`src/rtl/exc_entry_pkg.sv`:
```
package exc_entry_pkg;
    localparam int CODE_W = 5;
    localparam int KIND_W = 5;
    localparam int SEL_W  = 3;

    typedef enum logic [KIND_W-1:0] {
        FK_INT      = 5'd0,
        FK_TLB_MOD  = 5'd1,
        FK_TLB_REF  = 5'd2,
        FK_TLB_INV  = 5'd3,
        FK_ADDR     = 5'd4,
        FK_IBUS     = 5'd5,
        FK_DBUS     = 5'd6,
        FK_SYS      = 5'd7,
        FK_BRK      = 5'd8,
        FK_RSVD     = 5'd9,
        FK_CPU      = 5'd10,
        FK_OVF      = 5'd11,
        FK_TRAP     = 5'd12,
        FK_CP2      = 5'd13,
        FK_MEDIA    = 5'd14,
        FK_WATCH    = 5'd15,
        FK_MCHK     = 5'd16,
        FK_THREAD   = 5'd17,
        FK_CACHE    = 5'd18
    } fault_kind_e;

    localparam logic [SEL_W-1:0] WS_STATUS = 3'd0;
    localparam logic [SEL_W-1:0] WS_CAUSE  = 3'd1;
    localparam logic [SEL_W-1:0] WS_EBASE  = 3'd2;
    localparam logic [SEL_W-1:0] WS_EPC    = 3'd3;
    localparam logic [SEL_W-1:0] WS_BADVA  = 3'd4;
    localparam logic [SEL_W-1:0] WS_HI     = 3'd5;
    localparam logic [SEL_W-1:0] WS_CTX    = 3'd6;

    localparam int CAUSE_IV_BIT = 8;
    localparam int CAUSE_CE_LSB = 12;
endpackage

```
`src/rtl/exc_code_sel.sv`:
```
module exc_code_sel
    import exc_entry_pkg::*;
(
    input  fault_kind_e         kind_i,
    input  logic                store_i,
    output logic [CODE_W-1:0]   code_o,
    output logic                tlb_o,
    output logic                addr_o
);
    always_comb begin
        tlb_o  = 1'b0;
        addr_o = 1'b0;
        unique case (kind_i)
            FK_INT:     code_o = 5'd0;
            FK_TLB_MOD: begin code_o = 5'd1; tlb_o = 1'b1; end
            FK_TLB_REF,
            FK_TLB_INV: begin code_o = store_i ? 5'd3 : 5'd2; tlb_o = 1'b1; end
            FK_ADDR:    begin code_o = store_i ? 5'd5 : 5'd4; addr_o = 1'b1; end
            FK_IBUS:    code_o = 5'd6;
            FK_DBUS:    code_o = 5'd7;
            FK_SYS:     code_o = 5'd8;
            FK_BRK:     code_o = 5'd9;
            FK_RSVD:    code_o = 5'd10;
            FK_CPU:     code_o = 5'd11;
            FK_OVF:     code_o = 5'd12;
            FK_TRAP:    code_o = 5'd13;
            FK_CP2:     code_o = 5'd18;
            FK_MEDIA:   code_o = 5'd22;
            FK_WATCH:   code_o = 5'd23;
            FK_MCHK:    code_o = 5'd24;
            FK_THREAD:  code_o = 5'd25;
            FK_CACHE:   code_o = 5'd30;
            default:    code_o = 5'd0;
        endcase
    end
endmodule

```
`src/rtl/exc_vec_gen.sv`:
```
module exc_vec_gen
    import exc_entry_pkg::*;
#(
    parameter int               VA_W      = 32,
    parameter logic [VA_W-1:0]  BOOT_BASE = 32'hBFC0_0200
) (
    input  fault_kind_e         kind_i,
    input  logic                bev_i,
    input  logic                exl_i,
    input  logic                iv_i,
    input  logic [VA_W-1:0]     ebase_i,
    output logic [VA_W-1:0]     vec_o
);
    localparam logic [VA_W-1:0] OFF_GEN = VA_W'(12'h180);
    localparam logic [VA_W-1:0] OFF_IRQ = VA_W'(12'h200);
    localparam logic [VA_W-1:0] OFF_REF = '0;

    logic [VA_W-1:0] base;
    logic [VA_W-1:0] offset;

    always_comb begin
        base = bev_i ? BOOT_BASE : ebase_i;
        case (kind_i)
            FK_INT:     offset = iv_i ? OFF_IRQ : OFF_GEN;
            FK_TLB_REF: offset = exl_i ? OFF_GEN : OFF_REF;
            default:    offset = OFF_GEN;
        endcase
        vec_o = base + offset;
    end
endmodule

```
`src/rtl/exc_entry.sv`:
```
module exc_entry
    import exc_entry_pkg::*;
#(
    parameter int               VA_W      = 32,
    parameter int               ASID_W    = 8,
    parameter int               VPN_W     = 21,
    parameter int               CP_W      = 2,
    parameter logic [VA_W-1:0]  BOOT_BASE = 32'hBFC0_0200
) (
    input  logic                clk_i,
    input  logic                rst_ni,
    input  logic                flt_valid_i,
    input  logic [KIND_W-1:0]   flt_kind_i,
    input  logic                flt_store_i,
    input  logic [VA_W-1:0]     flt_pc_i,
    input  logic [VA_W-1:0]     flt_vaddr_i,
    input  logic [ASID_W-1:0]   flt_asid_i,
    input  logic [VPN_W-1:0]    flt_vpn_i,
    input  logic [CP_W-1:0]     flt_cp_i,
    input  logic                wr_en_i,
    input  logic [SEL_W-1:0]    wr_sel_i,
    input  logic [VA_W-1:0]     wr_data_i,
    output logic                redir_valid_o,
    output logic [VA_W-1:0]     redir_addr_o,
    output logic                status_bev_o,
    output logic                status_exl_o,
    output logic [CODE_W-1:0]   cause_code_o,
    output logic                cause_iv_o,
    output logic [CP_W-1:0]     cause_ce_o,
    output logic [VA_W-1:0]     ebase_o,
    output logic [VA_W-1:0]     epc_o,
    output logic [VA_W-1:0]     badva_o,
    output logic [ASID_W-1:0]   hi_asid_o,
    output logic [VPN_W-3:0]    hi_vpn2_o,
    output logic [1:0]          hi_vpn2x_o,
    output logic [VPN_W-3:0]    ctx_vpn2_o
);
    localparam int VPN2_W    = VPN_W - 2;
    localparam int HI_X_LSB  = ASID_W;
    localparam int HI_V_LSB  = ASID_W + 2;

    typedef struct packed {
        logic               bev;
        logic               exl;
        logic [CODE_W-1:0]  code;
        logic               iv;
        logic [CP_W-1:0]    ce;
        logic [VA_W-1:0]    ebase;
        logic [VA_W-1:0]    epc;
        logic [VA_W-1:0]    badva;
        logic [ASID_W-1:0]  asid;
        logic [VPN2_W-1:0]  vpn2;
        logic [1:0]         vpn2x;
        logic [VPN2_W-1:0]  ctx;
        logic               rv;
        logic [VA_W-1:0]    raddr;
    } state_t;

    state_t state_d, state_q;

    fault_kind_e        kind;
    logic [CODE_W-1:0]  code;
    logic               is_tlb;
    logic               is_addr;
    logic [VA_W-1:0]    vec;

    assign kind = fault_kind_e'(flt_kind_i);

    exc_code_sel u_code (
        .kind_i  (kind),
        .store_i (flt_store_i),
        .code_o  (code),
        .tlb_o   (is_tlb),
        .addr_o  (is_addr)
    );

    exc_vec_gen #(.VA_W(VA_W), .BOOT_BASE(BOOT_BASE)) u_vec (
        .kind_i  (kind),
        .bev_i   (state_q.bev),
        .exl_i   (state_q.exl),
        .iv_i    (state_q.iv),
        .ebase_i (state_q.ebase),
        .vec_o   (vec)
    );

    always_comb begin
        state_d    = state_q;
        state_d.rv = 1'b0;
        if (flt_valid_i) begin
            state_d.code = code;
            if (kind == FK_CPU) state_d.ce = flt_cp_i;
            if (is_tlb || is_addr) state_d.badva = flt_vaddr_i;
            if (is_tlb) begin
                state_d.asid  = flt_asid_i;
                state_d.vpn2  = flt_vpn_i[VPN_W-1:2];
                state_d.vpn2x = flt_vpn_i[1:0];
                state_d.ctx   = flt_vpn_i[VPN_W-1:2];
            end
            if (!state_q.exl) state_d.epc = flt_pc_i;
            state_d.exl   = 1'b1;
            state_d.rv    = 1'b1;
            state_d.raddr = vec;
        end else if (wr_en_i) begin
            case (wr_sel_i)
                WS_STATUS: begin
                    state_d.exl = wr_data_i[0];
                    state_d.bev = wr_data_i[1];
                end
                WS_CAUSE: begin
                    state_d.code = wr_data_i[CODE_W-1:0];
                    state_d.iv   = wr_data_i[CAUSE_IV_BIT];
                    state_d.ce   = wr_data_i[CAUSE_CE_LSB +: CP_W];
                end
                WS_EBASE: state_d.ebase = wr_data_i;
                WS_EPC:   state_d.epc   = wr_data_i;
                WS_BADVA: state_d.badva = wr_data_i;
                WS_HI: begin
                    state_d.asid  = wr_data_i[ASID_W-1:0];
                    state_d.vpn2x = wr_data_i[HI_X_LSB +: 2];
                    state_d.vpn2  = wr_data_i[HI_V_LSB +: VPN2_W];
                end
                WS_CTX:   state_d.ctx = wr_data_i[VPN2_W-1:0];
                default:  ;
            endcase
        end
    end

    always_ff @(posedge clk_i or negedge rst_ni) begin
        if (!rst_ni) begin
            state_q     <= '0;
            state_q.bev <= 1'b1;
        end else begin
            state_q <= state_d;
        end
    end

    assign redir_valid_o = state_q.rv;
    assign redir_addr_o  = state_q.raddr;
    assign status_bev_o  = state_q.bev;
    assign status_exl_o  = state_q.exl;
    assign cause_code_o  = state_q.code;
    assign cause_iv_o    = state_q.iv;
    assign cause_ce_o    = state_q.ce;
    assign ebase_o       = state_q.ebase;
    assign epc_o         = state_q.epc;
    assign badva_o       = state_q.badva;
    assign hi_asid_o     = state_q.asid;
    assign hi_vpn2_o     = state_q.vpn2;
    assign hi_vpn2x_o    = state_q.vpn2x;
    assign ctx_vpn2_o    = state_q.ctx;
endmodule

```
`config.mk`:
```
export PLATFORM = sky130hd
export DESIGN_NAME = exc_entry
export DESIGN_NICKNAME = d
export VERILOG_FILES = /design/src/rtl/exc_entry_pkg.sv /design/src/rtl/exc_code_sel.sv /design/src/rtl/exc_vec_gen.sv /design/src/rtl/exc_entry.sv
export SDC_FILE = /design/constraint.sdc
export NUM_CORES = 1
export LEC_CHECK = 0
export ABC_CLOCK_PERIOD_IN_PS = 3700
export BUFFER_PORTS_ARGS = -buffer_cell sky130_fd_sc_hd__buf_4
export CORE_MARGIN = 2
export CORE_UTILIZATION = 33
export DETAILED_ROUTE_END_ITERATION = 16
export PLACE_DENSITY = 0.66
export SYNTH_ARGS = -nofsm -noshare
export SYNTH_HDL_FRONTEND = slang
export SYNTH_SLANG_ARGS = --single-unit
```
`constraint.sdc`:
```
create_clock -name clk_i -period 3.7 [get_ports clk_i]
set_clock_uncertainty 0.05 [all_clocks]
set_input_delay 0.37 -clock clk_i [delete_from_list [all_inputs] [get_ports clk_i]]
set_output_delay 0.37 -clock clk_i [all_outputs]
set_load 0.03 [all_outputs]
```
==> results_tabular.tex <==
\begin{tabular}{lr}
\hline
Metric & Value \\
\hline
\multicolumn{2}{l}{\textbf{Outcome}} \\
Outcome & complete, no violations \\
\multicolumn{2}{l}{\textbf{Drt}} \\
WL/cell & 20.5 um \\
Mean number of vias per cell & 5.15 \\
Remaining routing DRC violations & 0 \\
Remaining number of nets flagged by the antenna check after routing & 0 \\
Drt pass-1 iters & 5 \\
Drt total wl & 30800 um \\
Total via count in the routed design & 7710 \\
Iter 0 DRT Violations & 470 \\
\multicolumn{2}{l}{\textbf{Setup path}} \\
Maximum single-stage delay on the critical path & 950 ps \\
Required time of the critical path & 3960 ps \\
Arrival time at the worst endpoint & 3090 ps \\
Cells traversed along the worst timing path & nand2b\_1, inv\_1, ha\_1, nand3\_1, a211oi\_2, a31oi\_1, a221o\_1 \\
Crit Path Category & reg2reg \\
Type of element capturing the critical path & flop \\
Slowest cell on crit path & sky130\_fd\_sc\_hd\_\_dfstp\_2 \\
Worst Path Max Fanout & 36 \\
Launching element type of the critical path & flop \\
\multicolumn{2}{l}{\textbf{Timing}} \\
Setup repair after global routing missed its margin & false \\
Count of final max-slew check failures & 0 \\
Actual slew at the worst max-slew pin & 874 ps \\
Total Neg Setup Slack & 0 ps \\
Min Clock Period, post-route & 2830 ps \\
Finish-stage setup viols & 0 \\
Fin crit share & 76.6\% \\
Maximum operating frequency & 353 MHz \\
Hold violation total from the final report & 0 \\
Relative slew slack & 41.7\% \\
\multicolumn{2}{l}{\textbf{Final layout}} \\
Fraction of final layout cells sized beyond drive strength 1 & 44.2\% \\
Cell area after layout & 12400 sq um \\
Area growth from synthesis to layout & 38.1\% \\
Nets & 1289 \\
Diode insertion count for antenna repair & 0 \\
Util after Layout & 46.2\% \\
Leading cell type in the layout, fill and taps excluded & sky130\_fd\_sc\_hd\_\_buf\_4 \\
Most frequent cells in the layout & sky130\_fd\_sc\_hd\_\_buf\_4, sky130\_fd\_sc\_hd\_\_nand2\_1, sky130\_fd\_sc\_hd\_\_dfrtp\_1 \\
\multicolumn{2}{l}{\textbf{Clock network}} \\
Clock Latency Late Sink & 430 ps \\
CTS tree & yes \\
Post-CTS Repair Setup Buffers & 0 \\
Clock sink total & 187 \\
Buffer depth of the longest clock path & 2 \\
Worst-path clk slew & 80 ps \\
CTS HTree Levels & 4 \\
Root cell of the clock tree & sky130\_fd\_sc\_hd\_\_clkbuf\_16 \\
CTS Buf Count & 17 \\
\multicolumn{2}{l}{\textbf{Global routing}} \\
Overall Global Routing Usage & 21.5\% \\
Global Route met2 Usage & 35.6\% \\
Most congested layer reported by global routing & met2 \\
Pin count of the biggest net entering global routing & 89 \\
Met1 layer usage reported by global route & 28.3\% \\
Global Route met3 Usage & 5.99\% \\
First-pass GRT wire length & 46500 um \\
Number of antenna violations at the first check in global routing & 0 \\
Overflow left after global routing & 0 \\
Number of global-route vias before repair & 7726 \\
\multicolumn{2}{l}{\textbf{Power and ir drop}} \\
Internal power summed over all cells & 4.76 mW \\
Fraction of power consumed by combinational cells & 38.1\% \\
Pwr dens & 637 nW/um\^{}2 \\
Cell leakage power & 6.09 nW \\
Part of the power in the clock network & 24.2\% \\
Fraction of power spent switching nets & 39.7\% \\
Worst vdd ir & 0.000281 V \\
Net switching component of the power & 3.13 mW \\
Fraction of power consumed by sequential logic & 37.7\% \\
\multicolumn{2}{l}{\textbf{Flow run}} \\
Max-capacitance violation count & 0 \\
\multicolumn{2}{l}{\textbf{Yosys}} \\
Post-synthesis area per instance & 10.7 sq um \\
YS warnings & 0 \\
Cell count after synthesis & 837 \\
Distinct cell type count of the synthesized netlist & 66 \\
Share of flip-flops with an asynchronous set or reset & 100\% \\
Post-synthesis sequential area ratio & 52.2\% \\
Count of flip-flops with a built-in enable after synthesis & 0 \\
Most used flip-flop cell after synthesis & sky130\_fd\_sc\_hd\_\_dfrtp\_1 \\
Netlist Area Pre-Place & 8960 sq um \\
Flop and latch count out of synthesis & 187 \\
Post-Syn Nets & 981 \\
\multicolumn{2}{l}{\textbf{Floorplan}} \\
Overall die area & 28500 sq um \\
Die H & 169 um \\
Starting Density & 33.5\% \\
Number of rows created at floorplan & 60 \\
Horiz. Die Dim & 169 um \\
Top-level I/O count & 327 \\
Core Footprint & 26800 sq um \\
\multicolumn{2}{l}{\textbf{Place}} \\
Placed cell area & 11800 sq um \\
Port Buffers & 326 \\
Detailed placement HPWL & 22700 um \\
GPL Wtd Cong & 0.852 \\
\multicolumn{2}{l}{\textbf{Hold path}} \\
Classification of the worst-slack hold path & in2reg \\
\hline
\end{tabular}
logic make-up after synthesis:
logic type	Yosys count	synth area share [%]
and+or+nand+nor	309	15.6
buffers and inverters	59	2.67
DFF	187	52.2
xor gates and xnor gates	10	0.977
AOI/OAI and AO/OA	134	11.1
muxes	134	16.8
adders and majority gates	4	0.642
registers in the layout, indices dropped and copies added (netlist names), 2 cells and up:
register	count
ctx_vpn2_o	19
hi_vpn2x_o	2
hi_vpn2_o	19
cause_code_o	5
hi_asid_o	8
ebase_o	32
cause_ce_o	2
epc_o	32
badva_o	32
redir_addr_o	32
power groups by stage:
| stage | clock [mW] | sequential, mW | combinational [mW] |
|---|---|---|---|
| global route | 2.03 | 3.04 | 3.18 |
| finish | 1.91 | 2.97 | 3.01 |
| global placement | 0 | 2.98 | 3.00 |
| CTS | 1.95 | 2.97 | 3.03 |
| detailed placement | 0 | 3.00 | 3.03 |
| floorplan | 0 | 3.92 | 0.764 |
metal layers:
metal	vias to the layer above	wire, um
met2	270	15000
met5	-	0
li1	3581	-
met4	0	320
met1	3841	13400
met3	18	2020
cell usage after synthesis (all sizes together) (7+ instances only):
| master | n | area (sq um) |
|---|---|---|
| nand2 | 189 | 709 |
| nand2b | 9 | 56.3 |
| nor2 | 40 | 150 |
| buf | 19 | 88.8 |
| mux2 | 131 | 1480 |
| o21ai | 20 | 100 |
| nor2b | 15 | 93.8 |
| a21oi | 9 | 45.0 |
| dfrtp | 186 | 4650 |
| clkbuf | 31 | 116 |
| nand3 | 7 | 35.0 |
| nor3 | 7 | 35.0 |
| a31oi | 26 | 163 |
| inv | 9 | 33.8 |
| a22o | 33 | 289 |
critical path, delay by kind of cell (launching register included):
| family | cells | cell delay, ps |
|---|---|---|
| buf+inv | 1 | 60 |
| fa+ha+maj | 1 | 270 |
| simple gates | 2 | 410 |
| compound gates | 3 | 960 |
| flops | 1 | 950 |
layout make-up:
class,count,area [sq um]
Fill cell,2540,14400
Sequential cell,187,4680
Multi-Input combinational cell,591,4070
Timing Repair Buffer,339,2570
Tap cell,341,427
Clock buffer,17,425
Clock inverter,14,181
Inverter,9,33.8
path summary, 6_finish.rpt:
kind	from	to	slack, ps	cells after the start
worst max-delay path	status_bev_o$_DFFE_PN1P_	redir_addr_o[26]$_DFFE_PN0P_	870	7
worst min-delay path	wr_data_i[9]	ebase_o[9]$_DFFE_PN0P_	120	2
worst max register to register	status_bev_o$_DFFE_PN1P_	redir_addr_o[26]$_DFFE_PN0P_	870	7
worst min register to register	badva_o[23]$_DFFE_PN0P_	badva_o[23]$_DFFE_PN0P_	450	1
max in group asynchronous	rst_ni	status_bev_o$_DFFE_PN1P_	2200	3
min in group asynchronous	rst_ni	epc_o[21]$_DFFE_PN0P_	440	2
stage by stage:
step | hold WS, ps | total power [mW] | setup WS [ps] | instances
detailed placement | 391 | 6.03 | 805 | 1466
finish | 125 | 7.88 | 867 | 1498
global route | 113 | 8.25 | 587 | 1498
CTS | 108 | 7.95 | 853 | 1498
global placement | 386 | 5.98 | 889 | 1466
floorplan | 24.4 | 4.68 | 935 | 837
what timing repair did:
item | 4_1_cts | 5_1_grt
gates resized for setup | 0 | 0
hold buffers | 1 | 0
endpoints found under the hold margin | 76 | 0
Note: power is estimated with default switching activity, not from simulation.
